$ cat src/rtl/ia_pkg.sv
package ia_pkg;
  localparam int NSRC  = 30;
  localparam int NUM_W = 5;
  localparam int SW    = 11;
  localparam int IDX_W = $clog2(NSRC);

  localparam int ST_M = 0;
  localparam int ST_I = 1;
  localparam int ST_F = 2;
  localparam int ST_R = 3;
  localparam int ST_G = 4;
  localparam int ST_Z = 5;
  localparam int ST_Y = 6;
  localparam int ST_X = 7;
  localparam int ST_H = 8;
  localparam int ST_L = 9;
  localparam int ST_T = 10;

  localparam logic [NUM_W-1:0] NUM_BRANCH = 5'd25;

  // priority position -> interruption number
  function automatic logic [NUM_W-1:0] src_num(input int idx);
    case (idx)
      0:  return 5'd1;
      1:  return 5'd2;
      2:  return 5'd3;
      3:  return 5'd4;
      4:  return 5'd5;
      5:  return 5'd29;
      6:  return 5'd6;
      7:  return 5'd7;
      8:  return 5'd30;
      9:  return 5'd8;
      10: return 5'd9;
      11: return 5'd10;
      12: return 5'd11;
      13: return 5'd12;
      14: return 5'd13;
      15: return 5'd14;
      16: return 5'd15;
      17: return 5'd16;
      18: return 5'd17;
      19: return 5'd26;
      20: return 5'd27;
      21: return 5'd28;
      22: return 5'd19;
      23: return 5'd20;
      24: return 5'd21;
      25: return 5'd31;
      26: return 5'd22;
      27: return 5'd23;
      28: return 5'd24;
      29: return 5'd25;
      default: return '0;
    endcase
  endfunction

  function automatic logic src_en(input logic [NUM_W-1:0] num, input logic [SW-1:0] st);
    case (num)
      5'd1:              return ~st[ST_M];
      5'd2, 5'd4, 5'd5:  return st[ST_I];
      5'd29:             return st[ST_F];
      5'd3:              return st[ST_R];
      5'd30:             return st[ST_G] & ~st[ST_Z];
      5'd31:             return st[ST_G] & ~st[ST_Y];
      5'd19:             return ~st[ST_X];
      5'd23:             return st[ST_H];
      5'd24:             return st[ST_L];
      5'd25:             return st[ST_T];
      default:           return 1'b1;
    endcase
  endfunction
endpackage

$ cat src/rtl/ia_mask.sv
module ia_mask
  import ia_pkg::*;
#(
  parameter int N = NSRC
) (
  input  logic [SW-1:0] status_i,
  output logic [N-1:0]  en_o
);
  for (genvar g = 0; g < N; g++) begin : g_src
    assign en_o[g] = src_en(src_num(g), status_i);
  end
endmodule

$ cat src/rtl/ia_pick.sv
module ia_pick #(
  parameter int N  = 30,
  parameter int IW = $clog2(N)
) (
  input  logic [N-1:0]  req_i,
  output logic          vld_o,
  output logic [IW-1:0] idx_o
);
  always_comb begin
    vld_o = 1'b0;
    idx_o = '0;
    for (int i = N - 1; i >= 0; i--) begin
      if (req_i[i]) begin
        vld_o = 1'b1;
        idx_o = IW'(i);
      end
    end
  end
endmodule

$ cat src/rtl/ia_arbiter.sv
module ia_arbiter
  import ia_pkg::*;
#(
  parameter int AW = 32
) (
  input  logic              clk_i,
  input  logic              rst_ni,
  input  logic              boundary_i,
  input  logic [NSRC-1:0]   req_i,
  input  logic [SW-1:0]     status_i,
  input  logic [AW-1:0]     cur_pc_i,
  input  logic [AW-1:0]     nxt_pc_i,
  input  logic [AW-1:0]     br_tgt_i,
  input  logic              fatal_i,
  output logic              take_o,
  output logic [NUM_W-1:0]  num_o,
  output logic [AW-1:0]     front_o,
  output logic [AW-1:0]     back_o,
  output logic              halt_o
);
  logic [NSRC-1:0]  en;
  logic [NSRC-1:0]  elig;
  logic             win_vld;
  logic [IDX_W-1:0] win_idx;
  logic [NUM_W-1:0] win_num;
  logic             go;

  logic             take_q;
  logic             halt_q;
  logic [NUM_W-1:0] num_q;
  logic [AW-1:0]    front_q;
  logic [AW-1:0]    back_q;

  ia_mask #(.N(NSRC)) i_mask (
    .status_i (status_i),
    .en_o     (en)
  );

  assign elig = req_i & en;

  ia_pick #(.N(NSRC), .IW(IDX_W)) i_pick (
    .req_i (elig),
    .vld_o (win_vld),
    .idx_o (win_idx)
  );

  assign win_num = src_num(int'(win_idx));

  // fatal error and the cycle of a take both suppress arbitration
  assign go = boundary_i & win_vld & ~halt_q & ~take_q & ~fatal_i;

  always_ff @(posedge clk_i or negedge rst_ni) begin
    if (!rst_ni) begin
      take_q  <= 1'b0;
      halt_q  <= 1'b0;
      num_q   <= '0;
      front_q <= '0;
      back_q  <= '0;
    end else begin
      take_q <= go;
      halt_q <= halt_q | fatal_i;
      if (go) begin
        num_q   <= win_num;
        front_q <= cur_pc_i;
        back_q  <= (win_num == NUM_BRANCH) ? br_tgt_i : nxt_pc_i;
      end
    end
  end

  assign take_o  = take_q;
  assign halt_o  = halt_q;
  assign num_o   = num_q;
  assign front_o = front_q;
  assign back_o  = back_q;
endmodule

$ cat config.mk
export PLATFORM = sky130hd
export DESIGN_NAME = ia_arbiter
export DESIGN_NICKNAME = d
export VERILOG_FILES = /design/src/rtl/ia_pkg.sv /design/src/rtl/ia_mask.sv /design/src/rtl/ia_pick.sv /design/src/rtl/ia_arbiter.sv
export SDC_FILE = /design/constraint.sdc
export NUM_CORES = 1
export LEC_CHECK = 0
export BUFFER_PORTS_ARGS = -buffer_cell sky130_fd_sc_hd__buf_2
export CELL_PAD_IN_SITES_DETAIL_PLACEMENT = 1
export CELL_PAD_IN_SITES_GLOBAL_PLACEMENT = 2
export CORE_ASPECT_RATIO = 2
export CORE_MARGIN = 2
export CORE_UTILIZATION = 27
export DETAILED_ROUTE_END_ITERATION = 6
export PLACE_DENSITY = 0.91
export SLEW_MARGIN = 5
export SYNTH_ARGS = -nofsm -noshare
export SYNTH_HDL_FRONTEND = slang
export SYNTH_SLANG_ARGS = --single-unit
$ cat constraint.sdc
create_clock -name clk_i -period 2.6 [get_ports clk_i]
set_clock_uncertainty 0.1 [all_clocks]
set_input_delay 0.52 -clock clk_i [delete_from_list [all_inputs] [get_ports clk_i]]
set_output_delay 0.52 -clock clk_i [all_outputs]
set_load 0.02 [all_outputs]
==> results of run 1 <==
==> kinds of logic (layout without fill, tap and decap cells) <==
group | count (synthesis) | count (layout) | synth area share, %
AND/OR/NAND/NOR | 265 | 265 | 27.82
adder cells (fa/ha/maj) | 6 | 6 | 1.724
AO/OA/AOI/OAI | 119 | 119 | 24.91
multiplexers | 2 | 2 | 0.4598
buffers and inverters | 43 | 344 | 4.282
flip-flops | 71 | 71 | 40.80
==> what timing repair did <==
action	4_1_cts	5_1_grt
pin swaps	9	29
gates resized for setup	73	57
setup endpoints to repair	66	69
hold endpoints to repair	0	0
setup buffers	12	13
gates cloned	1	3
==> cell usage after synthesis, types with 2 or more instances <==
| master | count | area share [%] |
|---|---|---|
| a22oi_1 | 4 | 0.69 |
| a211oi_1 | 5 | 0.86 |
| inv_1 | 7 | 0.60 |
| o211ai_2 | 30 | 8.6 |
| and3_1 | 3 | 0.43 |
| ha_1 | 6 | 1.7 |
| o41ai_1 | 33 | 6.6 |
| o311ai_0 | 2 | 0.40 |
| nor2b_1 | 2 | 0.29 |
| o211ai_1 | 5 | 0.86 |
| buf_6 | 3 | 0.78 |
| a211o_1 | 2 | 0.40 |
| o21ai_0 | 7 | 0.80 |
| or4_1 | 3 | 0.52 |
| dfrtp_1 | 71 | 41 |
| buf_2 | 2 | 0.23 |
| mux2i_1 | 2 | 0.46 |
| a21oi_1 | 10 | 1.1 |
| nand3_1 | 4 | 0.46 |
| nand2b_1 | 3 | 0.43 |
| nand2_1 | 181 | 16 |
| nor2_1 | 7 | 0.60 |
| o31ai_1 | 2 | 0.34 |
| buf_1 | 3 | 0.26 |
| nor4b_1 | 2 | 0.40 |
| and2_1 | 33 | 4.7 |
| a2111oi_0 | 2 | 0.40 |
| nand3b_1 | 5 | 0.86 |
| nor3_1 | 6 | 0.69 |
| clkbuf_1 | 27 | 2.3 |
| nor4_1 | 7 | 1.0 |
==> power by group <==
group | total, W | switching, W | leakage (nW) | internal (W)
sequential | 0.00126 | 0.0000595 | 0.934 | 0.00120
combinational | 0.00114 | 0.000637 | 2.54 | 0.000500
clock | 0.00135 | 0.000498 | 0.153 | 0.000847
total | 0.00374 | 0.00119 | 3.62 | 0.00255
==> final cells by class <==
class	count	area [um2]	area share [%]
Timing Repair Buffer	320	2140	28.70
Clock buffer	10	229.0	3.071
Multi-Input combinational cell	392	2935	39.37
Sequential cell	71	1777	23.83
Inverter	8	30.03	0.4028
Tap cell	201	251.5	3.373
Clock inverter	6	93.84	1.259
==> layer usage <==
layer	GRT usage (%)	vias up	share of wire, %	wire, um
li1	-	2409	-	-
met1	21.63	2556	31	6621
met2	42.91	205	57	12070
met3	2.583	83	3.9	816
met4	14.26	0	7.2	1521
met5	0	-	0	0
==> worst min path at each step <==
stage	start	to	slack [ns]
floorplan	rst_ni	back_o[0]$_DFFE_PN0P_	0.12
global placement	front_o[1]$_DFFE_PN0P_	front_o[1]$_DFFE_PN0P_	0.35
detailed placement	front_o[27]$_DFFE_PN0P_	front_o[27]$_DFFE_PN0P_	0.36
CTS	rst_ni	back_o[4]$_DFFE_PN0P_	0.05
global route	rst_ni	back_o[2]$_DFFE_PN0P_	0.06
finish	rst_ni	back_o[4]$_DFFE_PN0P_	0.04
==> through the flow <==
stage / utilization [%] / setup TNS (ns) / worst slack (ns) / instance area, um2
after CTS: 44.58 / -28.75 / -0.8785 / 7034
after floorplan: - / -34.61 / -1.052 / 4398
after detailed placement: 39.36 / -87.31 / -2.123 / 6210
after global routing: 47.26 / -36.95 / -1.096 / 7456
final: 47.26 / -33.80 / -1.022 / 7456
after global placement: 39.36 / -71.70 / -1.733 / 6210
==> sequential cells by signal (all words and copies together) (netlist names) <==
name / cells
back_o: 32
take_o: 1
halt_o: 1
front_o: 32
num_o: 5
==> run summary, run 1 <==
Status -> finished with violations
Violated checks -> negative setup slack
Die height -> 183.6 um
DR WL/cell -> 20.87 um
Critical-path top delay cell -> a2111oi_4
Syn Inst Count -> 506
Post-Syn Nets -> 653
Layout fillers -> 1892
FF+latch count, synth -> 71
Fin. Hold Viols -> 0
Most used DFF post-synth -> dfrtp_1
Slew margin rel. -> 50.09%
Total global-route track usage -> 22.33%
Most common cell after layout, fill and taps aside -> buf_2
Critical Path End -> back_o[14]$_DFFE_PN0P_
Unrepaired setup endpoints after global routing -> yes
Final worst path period share -> 139.3%
Max IR drop VDD -> 0.3541 mV
Largest net degree at the start of global routing -> 40
First-pass GRT wire length -> 29900 um
Number of DRC markers in iteration 0 -> 134
Die area -> 17220 um2
Distinct cells, synth -> 58
Warning count from the yosys run -> 0
Post-synth EDFFs -> 0
Leak -> 3.623 nW
Most frequent CP cell -> buf_6
Crit. path cell count -> 15
Longest Clk Path Bufs -> 2
Gr ovfl total -> 0
Critical path data required time -> 2.69 ns
CP cell instances -> buf_8, buf_6, a2111oi_4, o211ai_1, buf_4, a211oi_4, inv_2, ha_4, and3_4, o41a_1, buf_6, clkbuf_16, buf_12, o41ai_2, o211ai_2
Min-Delay Path Class -> primary input to asynchronous set/reset pin
Worst path arrival time -> 3.72 ns
Chip width -> 93.80 um
I/O pin total -> 212
Cell family with most CP delay -> compound AO/OA/AOI/OAI gates
CP max stage delay -> 0.43 ns
Commonest non-fill, non-tap cells in the layout -> 205 x buf_2, 179 x nand2_1, 84 x buf_4
Min setup slack post-route -> -1.022 ns
DRT Pass-1 Iters -> 4
CTS H-tree depth -> 3
Crit path max fanout -> 8
Worst R2R End -> num_o[2]$_DFFE_PN0P_
# port buffers -> 211
Share of layout cells above drive strength 1 -> 53.90%
CP Capture Type -> flop
# setup viols final -> 37
# placed instances -> 966
Worst Reg-to-Reg Cells -> 5
CTS Buf Count -> 9
R2R Setup Slk -> 0.74 ns
Final std cells w/o fill -> 1008
Final RePlAce weighted congestion -> 0.9291
MaxCap Viol Count -> 0
Setup CP Type -> primary input to flop
Mapped cell area -> 4354 um2
DRT antenna net count -> 0
Sequential area share after synthesis -> 40.80%
Number of antenna diodes -> 0
CP Buf/Inv Count -> 7
Final wirelength -> 21030 um
Post-layout min period -> 3.622 ns
Slew @ Worst Pin -> 0.7472 ns
Final HPWL DP -> 14290 um
Max frequency -> 276.1 MHz
Antenna violations before repair -> 0
Core box area -> 15780 um2
Final Max Tran Viols -> 0
Post-CTS Hold Buffers -> 0
PwrDens -> 501.9 nW/um2
# rows -> 65
Vias per inst -> 5.211
Clock transition at path regs -> 0.06 ns
DRC viols -> 0
Crit start category -> primary input
Vias -> 5253
Hold Slack -> 0.03859 ns
CTS tree -> built
Syn Area/Cell -> 8.605 um2
Area growth syn-to-layout -> 71.24%
Crit path from -> req_i[24]
Clock Sinks -> 71
Clock Latency Late Sink -> 0.32 ns
Root Buffer -> clkbuf_16
R2r startpoint -> halt_o$_DFF_PN0_
Fraction of registers with async set/reset -> 100.0%
Vias in the first global route -> 5907
Power Total -> 0.003742 W
Final-stage net count -> 949
Starting density of the core -> 27.60%
No activity file was read; power rests on OpenSTA's default activity.
==> inputs of run 2 (changes only) <==
--- a/config.mk
+++ b/config.mk
@@ -12,7 +12,9 @@
 export CORE_MARGIN = 2
 export CORE_UTILIZATION = 27
 export DETAILED_ROUTE_END_ITERATION = 6
+export GPL_TIMING_DRIVEN = 0
 export PLACE_DENSITY = 0.91
+export REMOVE_ABC_BUFFERS = 1
 export SLEW_MARGIN = 5
 export SYNTH_ARGS = -nofsm -noshare
 export SYNTH_HDL_FRONTEND = slang
==> run 2 against run 1 <==
The flow still finishes with violations (negative setup slack); highest routed layer unchanged; power shrank 7.5%; utilization shrank 4.2 points; critical path type unchanged; combinational power shrank 17%; wire length shrank 12%; global-route usage shrank 1.2 points; first-iteration DRC count grew 22%; sequential share of layout area grew 2.3 points; clock-buffer cell count is the same; via count shrank 7.0%; die area is the same; critical endpoint is now back_o[30]$_DFFE_PN0P_.
==> run summary, run 2 (synthesized netlist as in run 1, its figures left out) <==
Number of DRC markers in iteration 0 -> 163 (was 134)
Final HPWL DP -> 12800 um (was 14290 um)
DRC viols -> 0 (unchanged)
Min-Delay Path Class -> primary input to flop (was primary input to asynchronous set/reset pin)
Core box area -> 15780 um2 (unchanged)
DRT antenna net count -> 0 (unchanged)
Max frequency -> 282.5 MHz (was 276.1 MHz)
Critical Path End -> back_o[30]$_DFFE_PN0P_ (was back_o[14]$_DFFE_PN0P_)
Vias -> 4883 (was 5253)
Area growth syn-to-layout -> 56.09% (was 71.24%)
Crit path max fanout -> 6 (was 8)
R2R Setup Slk -> 0.51 ns (was 0.74 ns)
Clock Sinks -> 71 (unchanged)
Clock transition at path regs -> 0.06 ns (about the same)
Setup CP Type -> primary input to flop (unchanged)
# setup viols final -> 60 (was 37)
Die area -> 17220 um2 (unchanged)
Share of layout cells above drive strength 1 -> 47.78% (was 53.90%)
Worst Reg-to-Reg Cells -> 8 (was 5)
Worst R2R End -> back_o[2]$_DFFE_PN0P_ (was num_o[2]$_DFFE_PN0P_)
Antenna violations before repair -> 0 (unchanged)
Max IR drop VDD -> 0.3353 mV (was 0.3541 mV)
Commonest non-fill, non-tap cells in the layout -> 204 x buf_2, 180 x nand2_1, 71 x dfrtp_1 (was 205 x buf_2, 179 x nand2_1, 84 x buf_4)
DR WL/cell -> 19.55 um (was 20.87 um)
Final Max Tran Viols -> 0 (unchanged)
Critical path data required time -> 2.76 ns (was 2.69 ns)
Unrepaired setup endpoints after global routing -> yes (unchanged)
CTS tree -> built (unchanged)
Fin. Hold Viols -> 0 (unchanged)
Final worst path period share -> 136.2% (was 139.3%)
R2r startpoint -> halt_o$_DFF_PN0_ (unchanged)
Number of antenna diodes -> 0 (unchanged)
Leak -> 3.295 nW (was 3.623 nW)
Slew margin rel. -> 57.21% (was 50.09%)
Violated checks -> negative setup slack (unchanged)
Final-stage net count -> 885 (was 949)
# rows -> 65 (unchanged)
Vias per inst -> 5.173 (was 5.211)
CP Capture Type -> flop (unchanged)
Longest Clk Path Bufs -> 2 (unchanged)
CTS Buf Count -> 9 (unchanged)
CTS H-tree depth -> 3 (unchanged)
DRT Pass-1 Iters -> 4 (unchanged)
Chip width -> 93.80 um (unchanged)
Final wirelength -> 18460 um (was 21030 um)
Crit start category -> primary input (unchanged)
Die height -> 183.6 um (unchanged)
Clock Latency Late Sink -> 0.34 ns (was 0.32 ns)
Most common cell after layout, fill and taps aside -> buf_2 (unchanged)
MaxCap Viol Count -> 0 (unchanged)
I/O pin total -> 212 (unchanged)
Slew @ Worst Pin -> 0.6419 ns (was 0.7472 ns)
Post-layout util -> 43.08% (was 47.26%)
Power Total -> 0.003461 W (was 0.003742 W)
Post-layout min period -> 3.540 ns (was 3.622 ns)
Vias in the first global route -> 5511 (was 5907)
Total global-route track usage -> 21.14% (was 22.33%)
Worst path arrival time -> 3.70 ns (was 3.72 ns)
Min setup slack post-route -> -0.9403 ns (was -1.022 ns)
Crit path from -> req_i[25] (was req_i[24])
Status -> finished with violations (unchanged)
Final RePlAce weighted congestion -> 0.8190 (was 0.9291)
# port buffers -> 211 (unchanged)
Largest net degree at the start of global routing -> 101 (was 40)
PwrDens -> 509.2 nW/um2 (was 501.9 nW/um2)
Root Buffer -> clkbuf_16 (unchanged)
Gr ovfl total -> 0 (unchanged)
First-pass GRT wire length -> 28250 um (was 29900 um)
Starting density of the core -> 27.60% (unchanged)
run 2: power breakdown:
part	switching, W	leakage [nW]	internal [W]
logic	0.000555	2.22	0.000389
registers	0.0000513	0.934	0.00120
clock network	0.000503	0.144	0.000764
total	0.00111	3.29	0.00235
run 2: layout make-up:
type	count	area, um2
fillers	1912	8981
multi-input cells	393	2773
flip-flops and latches	71	1777
repair buffers	255	1662
well taps	201	251.5
clock buffers	10	239.0
clock inverters	6	60.06
inverters	8	35.03
run 2: worst min path at each step:
stage	from	endpoint	slack [ns]	cells after the start
4_1_cts	cur_pc_i[19]	front_o[19]$_DFFE_PN0P_	0.26	3
2_1_floorplan	rst_ni	back_o[0]$_DFFE_PN0P_	0.12	0
3_5_place_dp	rst_ni	front_o[4]$_DFFE_PN0P_	0.32	1
3_3_place_gp	halt_o$_DFF_PN0_	halt_o$_DFF_PN0_	0.35	2
5_1_grt	cur_pc_i[15]	front_o[15]$_DFFE_PN0P_	0.27	3
6_report	cur_pc_i[25]	front_o[25]$_DFFE_PN0P_	0.27	3
run 2: critical path: stages:
cell	delay (ns)
buf_6	0.09
and3b_2	0.23
o311ai_4	0.24
a21oi_2	0.10
nand3b_1	0.20
a221o_2	0.46
ha_4	0.33
nor2_4	0.05
o41a_4	0.45
or4_4	0.65
buf_12	0.20
o211ai_1	0.17
run 2: per-stage QoR:
stage	instance area, um2	setup WS, ns	std cells	TNS (ns)	hold slack, ns
after floorplan	4198	-3.416	471	-175.32	0.1244
after global placement	5505	-5.862	883	-342.52	0.3451
after detailed placement	5722	-2.722	892	-123.44	0.3233
after CTS	6528	-0.9934	932	-42.93	0.2597
after global routing	6797	-1.046	944	-40.98	0.2664
final	6797	-0.9403	944	-31.05	0.2688
run 2: metal layers:
| layer | up-vias | share of wire, % | track usage [%] |
|---|---|---|---|
| met5 | - | 0 | 0 |
| li1 | 2277 | - | - |
| met3 | 51 | 3.6 | 3.034 |
| met1 | 2396 | 34 | 20.51 |
| met4 | 0 | 4.2 | 11.36 |
| met2 | 159 | 58 | 41.23 |
run 2: timing repair:
action	in CTS	in global routing
setup endpoints to repair	70	70
resized for setup	49	36
cloned	5	1
hold buffers	1	0
endpoints found under the hold margin	17	0
buffers inserted	18	11
pin swaps	26	22
==> inputs of run 3 (changes only) <==
--- a/config.mk
+++ b/config.mk
@@ -8,7 +8,6 @@
 export BUFFER_PORTS_ARGS = -buffer_cell sky130_fd_sc_hd__buf_2
 export CELL_PAD_IN_SITES_DETAIL_PLACEMENT = 1
 export CELL_PAD_IN_SITES_GLOBAL_PLACEMENT = 2
-export CORE_ASPECT_RATIO = 2
 export CORE_MARGIN = 2
 export CORE_UTILIZATION = 27
 export DETAILED_ROUTE_END_ITERATION = 6
==> run 3 against run 2 <==
The flow still finishes with violations (negative setup slack); largest power group is now sequential cells; largest cell class unchanged; combinational power shrank 2.3%; highest routed layer unchanged; critical path type unchanged; via count shrank 0.47%; non-clock buffer count fell by 5; utilization is 0.16 points lower; die area decreased by 0.36%.
==> run summary, run 3 (synthesized netlist as in run 1, its figures left out) <==
Setup CP Type -> primary input to flop (unchanged)
Final Max Tran Viols -> 0 (unchanged)
Fin. Hold Viols -> 0 (unchanged)
Flop pwr share -> 37.5% (was 36.1%)
Commonest non-fill, non-tap cells in the layout -> 203 x buf_2, 180 x nand2_1, 71 x dfrtp_1 (was 204 x buf_2, 180 x nand2_1, 71 x dfrtp_1)
Final std cells w/o fill -> 955 (was 944)
Switching Fraction -> 33.36% (was 32.04%)
Largest net degree at the start of global routing -> 101 (unchanged)
CTS H-tree depth -> 3 (unchanged)
Gr ovfl total -> 0 (unchanged)
Crit. path cell count -> 16 (was 12)
Antenna violations before repair -> 0 (unchanged)
# port buffers -> 211 (unchanged)
# rows -> 46 (was 65)
Number of DRC markers in iteration 0 -> 205 (was 163)
Share of layout cells above drive strength 1 -> 47.50% (was 47.78%)
Longest Clk Path Bufs -> 2 (unchanged)
Max IR drop VDD -> 0.3028 mV (was 0.3353 mV)
Critical-path top delay cell -> or4_4 (unchanged)
Number of antenna diodes -> 0 (unchanged)
Worst path arrival time -> 3.73 ns (was 3.70 ns)
CP cell instances -> buf_2, nor4_4, o311ai_2, a21oi_2, nand3b_1, a221o_2, inv_2, ha_2, and4b_1, nor3_2, mux2i_2, o311ai_4, or4_4, buf_6, buf_16, o211ai_2 (was buf_6, and3b_2, o311ai_4, a21oi_2, nand3b_1, a221o_2, ha_4, nor2_4, o41a_4, or4_4, buf_12, o211ai_1)
Max frequency -> 279.4 MHz (was 282.5 MHz)
Placed cell area -> 5753 um2 (was 5722 um2)
DRT Pass-1 Iters -> 4 (unchanged)
DRC viols -> 0 (unchanged)
Total global-route track usage -> 20.27% (was 21.14%)
Final worst path period share -> 137.7% (was 136.2%)
# placed instances -> 907 (was 892)
CTS Buf Count -> 9 (unchanged)
DR WL met2 -> 9212 um (was 10750 um)
CP Buf/Inv Count -> 4 (was 2)
I/O pin total -> 212 (unchanged)
CTS tree -> built (unchanged)
R2R Setup Slk -> 0.58 ns (was 0.51 ns)
Logic pwr share -> 27.7% (was 27.3%)
Die height -> 131.0 um (was 183.6 um)
Crit path max fanout -> 7 (was 6)
Slew @ Worst Pin -> 0.5879 ns (was 0.6419 ns)
Internal power -> 0.002220 W (was 0.002352 W)
Hold Slack -> 0.01568 ns (was 0.2688 ns)
Slew margin rel. -> 60.44% (was 57.21%)
Most common cell after layout, fill and taps aside -> buf_2 (unchanged)
Vias in the first global route -> 5204 (was 5511)
CP Capture Type -> flop (unchanged)
Metal3 WL -> 765 um (was 665 um)
Status -> finished with violations (unchanged)
Violated checks -> negative setup slack (unchanged)
Post-layout util -> 42.92% (was 43.08%)
CP max stage delay -> 0.50 ns (was 0.65 ns)
Final-stage net count -> 881 (was 885)
Final RePlAce weighted congestion -> 0.8709 (was 0.8190)
PwrDens -> 490.4 nW/um2 (was 509.2 nW/um2)
Post-CTS Hold Buffers -> 0 (was 1)
Critical path data required time -> 2.75 ns (was 2.76 ns)
Crit start category -> primary input (unchanged)
Unrepaired setup endpoints after global routing -> yes (unchanged)
Clock Sinks -> 71 (unchanged)
Top routing layer used -> met4 (unchanged)
# setup viols final -> 35 (was 60)
DRT antenna net count -> 0 (unchanged)
Vias per inst -> 5.089 (was 5.173)
Starting density of the core -> 27.51% (was 27.60%)
Fin area -> 6793 um2 (was 6797 um2)
M1 WL -> 7505 um (was 6268 um)
DR WL/cell -> 18.67 um (was 19.55 um)
Cell family with most CP delay -> simple AND/OR/NAND/NOR gates (was compound AO/OA/AOI/OAI gates)
First-pass GRT wire length -> 27080 um (was 28250 um)
Min setup slack post-route -> -0.9796 ns (was -0.9403 ns)
Layout fillers -> 1874 (was 1912)
Clock transition at path regs -> 0.06 ns (about the same)
Post-layout min period -> 3.580 ns (was 3.540 ns)
Clock Latency Late Sink -> 0.33 ns (was 0.34 ns)
Die area -> 17160 um2 (was 17220 um2)
Leak -> 3.278 nW (was 3.295 nW)
Vias -> 4860 (was 4883)
Min-Delay Path Class -> primary input to asynchronous set/reset pin (was primary input to flop)
Final wirelength -> 17830 um (was 18460 um)
Final HPWL DP -> 11890 um (was 12800 um)
Clock network power share -> 34.8% (was 36.6%)
Sw power -> 0.001111 W (was 0.001109 W)
MaxCap Viol Count -> 0 (unchanged)
Root Buffer -> clkbuf_16 (unchanged)
Area growth syn-to-layout -> 56.01% (was 56.09%)
Chip width -> 131.0 um (was 93.80 um)
Core box area -> 15830 um2 (was 15780 um2)
Worst Reg-to-Reg Cells -> 6 (was 8)
## run 3: path summary, 6_finish.rpt
path | endpoint | from
setup / recovery | back_o[22]$_DFFE_PN0P_ | req_i[14]
setup reg to reg | back_o[7]$_DFFE_PN0P_ | halt_o$_DFF_PN0_
min in group clk_i | front_o[6]$_DFFE_PN0P_ | cur_pc_i[6]
hold reg to reg | num_o[4]$_DFFE_PN0P_ | num_o[4]$_DFFE_PN0P_
hold / removal | back_o[1]$_DFFE_PN0P_ | rst_ni
max in group asynchronous | back_o[24]$_DFFE_PN0P_ | rst_ni
## run 3: metal layers
| metal | track usage [%] | vias to the layer above |
|---|---|---|
| met5 | 0 | - |
| met4 | 5.882 | 0 |
| met3 | 3.502 | 29 |
| met2 | 36.33 | 141 |
| met1 | 24.92 | 2413 |
| li1 | - | 2277 |
## run 3: area by class of cell
type / instances / area, um2 / area share (%)
clock inverters: 6 / 45.04 / 0.6631
clock buffers: 10 / 229.0 / 3.371
inverters: 8 / 51.30 / 0.7552
multi-input cells: 394 / 2811 / 41.39
flip-flops and latches: 71 / 1777 / 26.16
well taps: 216 / 270.3 / 3.979
repair buffers: 250 / 1609 / 23.69
## run 3: power groups by stage
| stage | registers (W) | clock network, W | logic (W) |
|---|---|---|---|
| final | 0.00125 | 0.00116 | 0.000922 |
| after global placement | 0.00126 | 0 | 0.000681 |
| after CTS | 0.00125 | 0.00120 | 0.000881 |
| after detailed placement | 0.00127 | 0 | 0.000742 |
| after floorplan | 0.00139 | 0 | 0.000239 |
| after global routing | 0.00126 | 0.00124 | 0.000998 |
## run 3: timing repair
item	in CTS	in global routing
gates cloned	5	0
pin swaps	32	22
setup buffers	23	4
setup endpoints to repair	70	69
resized for setup	61	31
## run 3: stage by stage
stage / worst slack [ns] / TNS [ns] / power [W]
3_5_place_dp: -2.650 / -117.25 / 0.002010
5_1_grt: -1.128 / -36.35 / 0.003495
2_1_floorplan: -3.416 / -175.32 / 0.001625
6_report: -0.9796 / -31.56 / 0.003331
4_1_cts: -1.019 / -32.99 / 0.003329
3_3_place_gp: -5.923 / -346.04 / 0.001946
## run 3: worst reg2reg max path, cell delays in order, from the launching register on
cell      delay, ns
dfrtp_1        0.37
nor2_1         0.14
nand4b_1       0.24
bufinv_8       0.60
and2_1         0.33
o41ai_4        0.09
o211ai_2       0.06
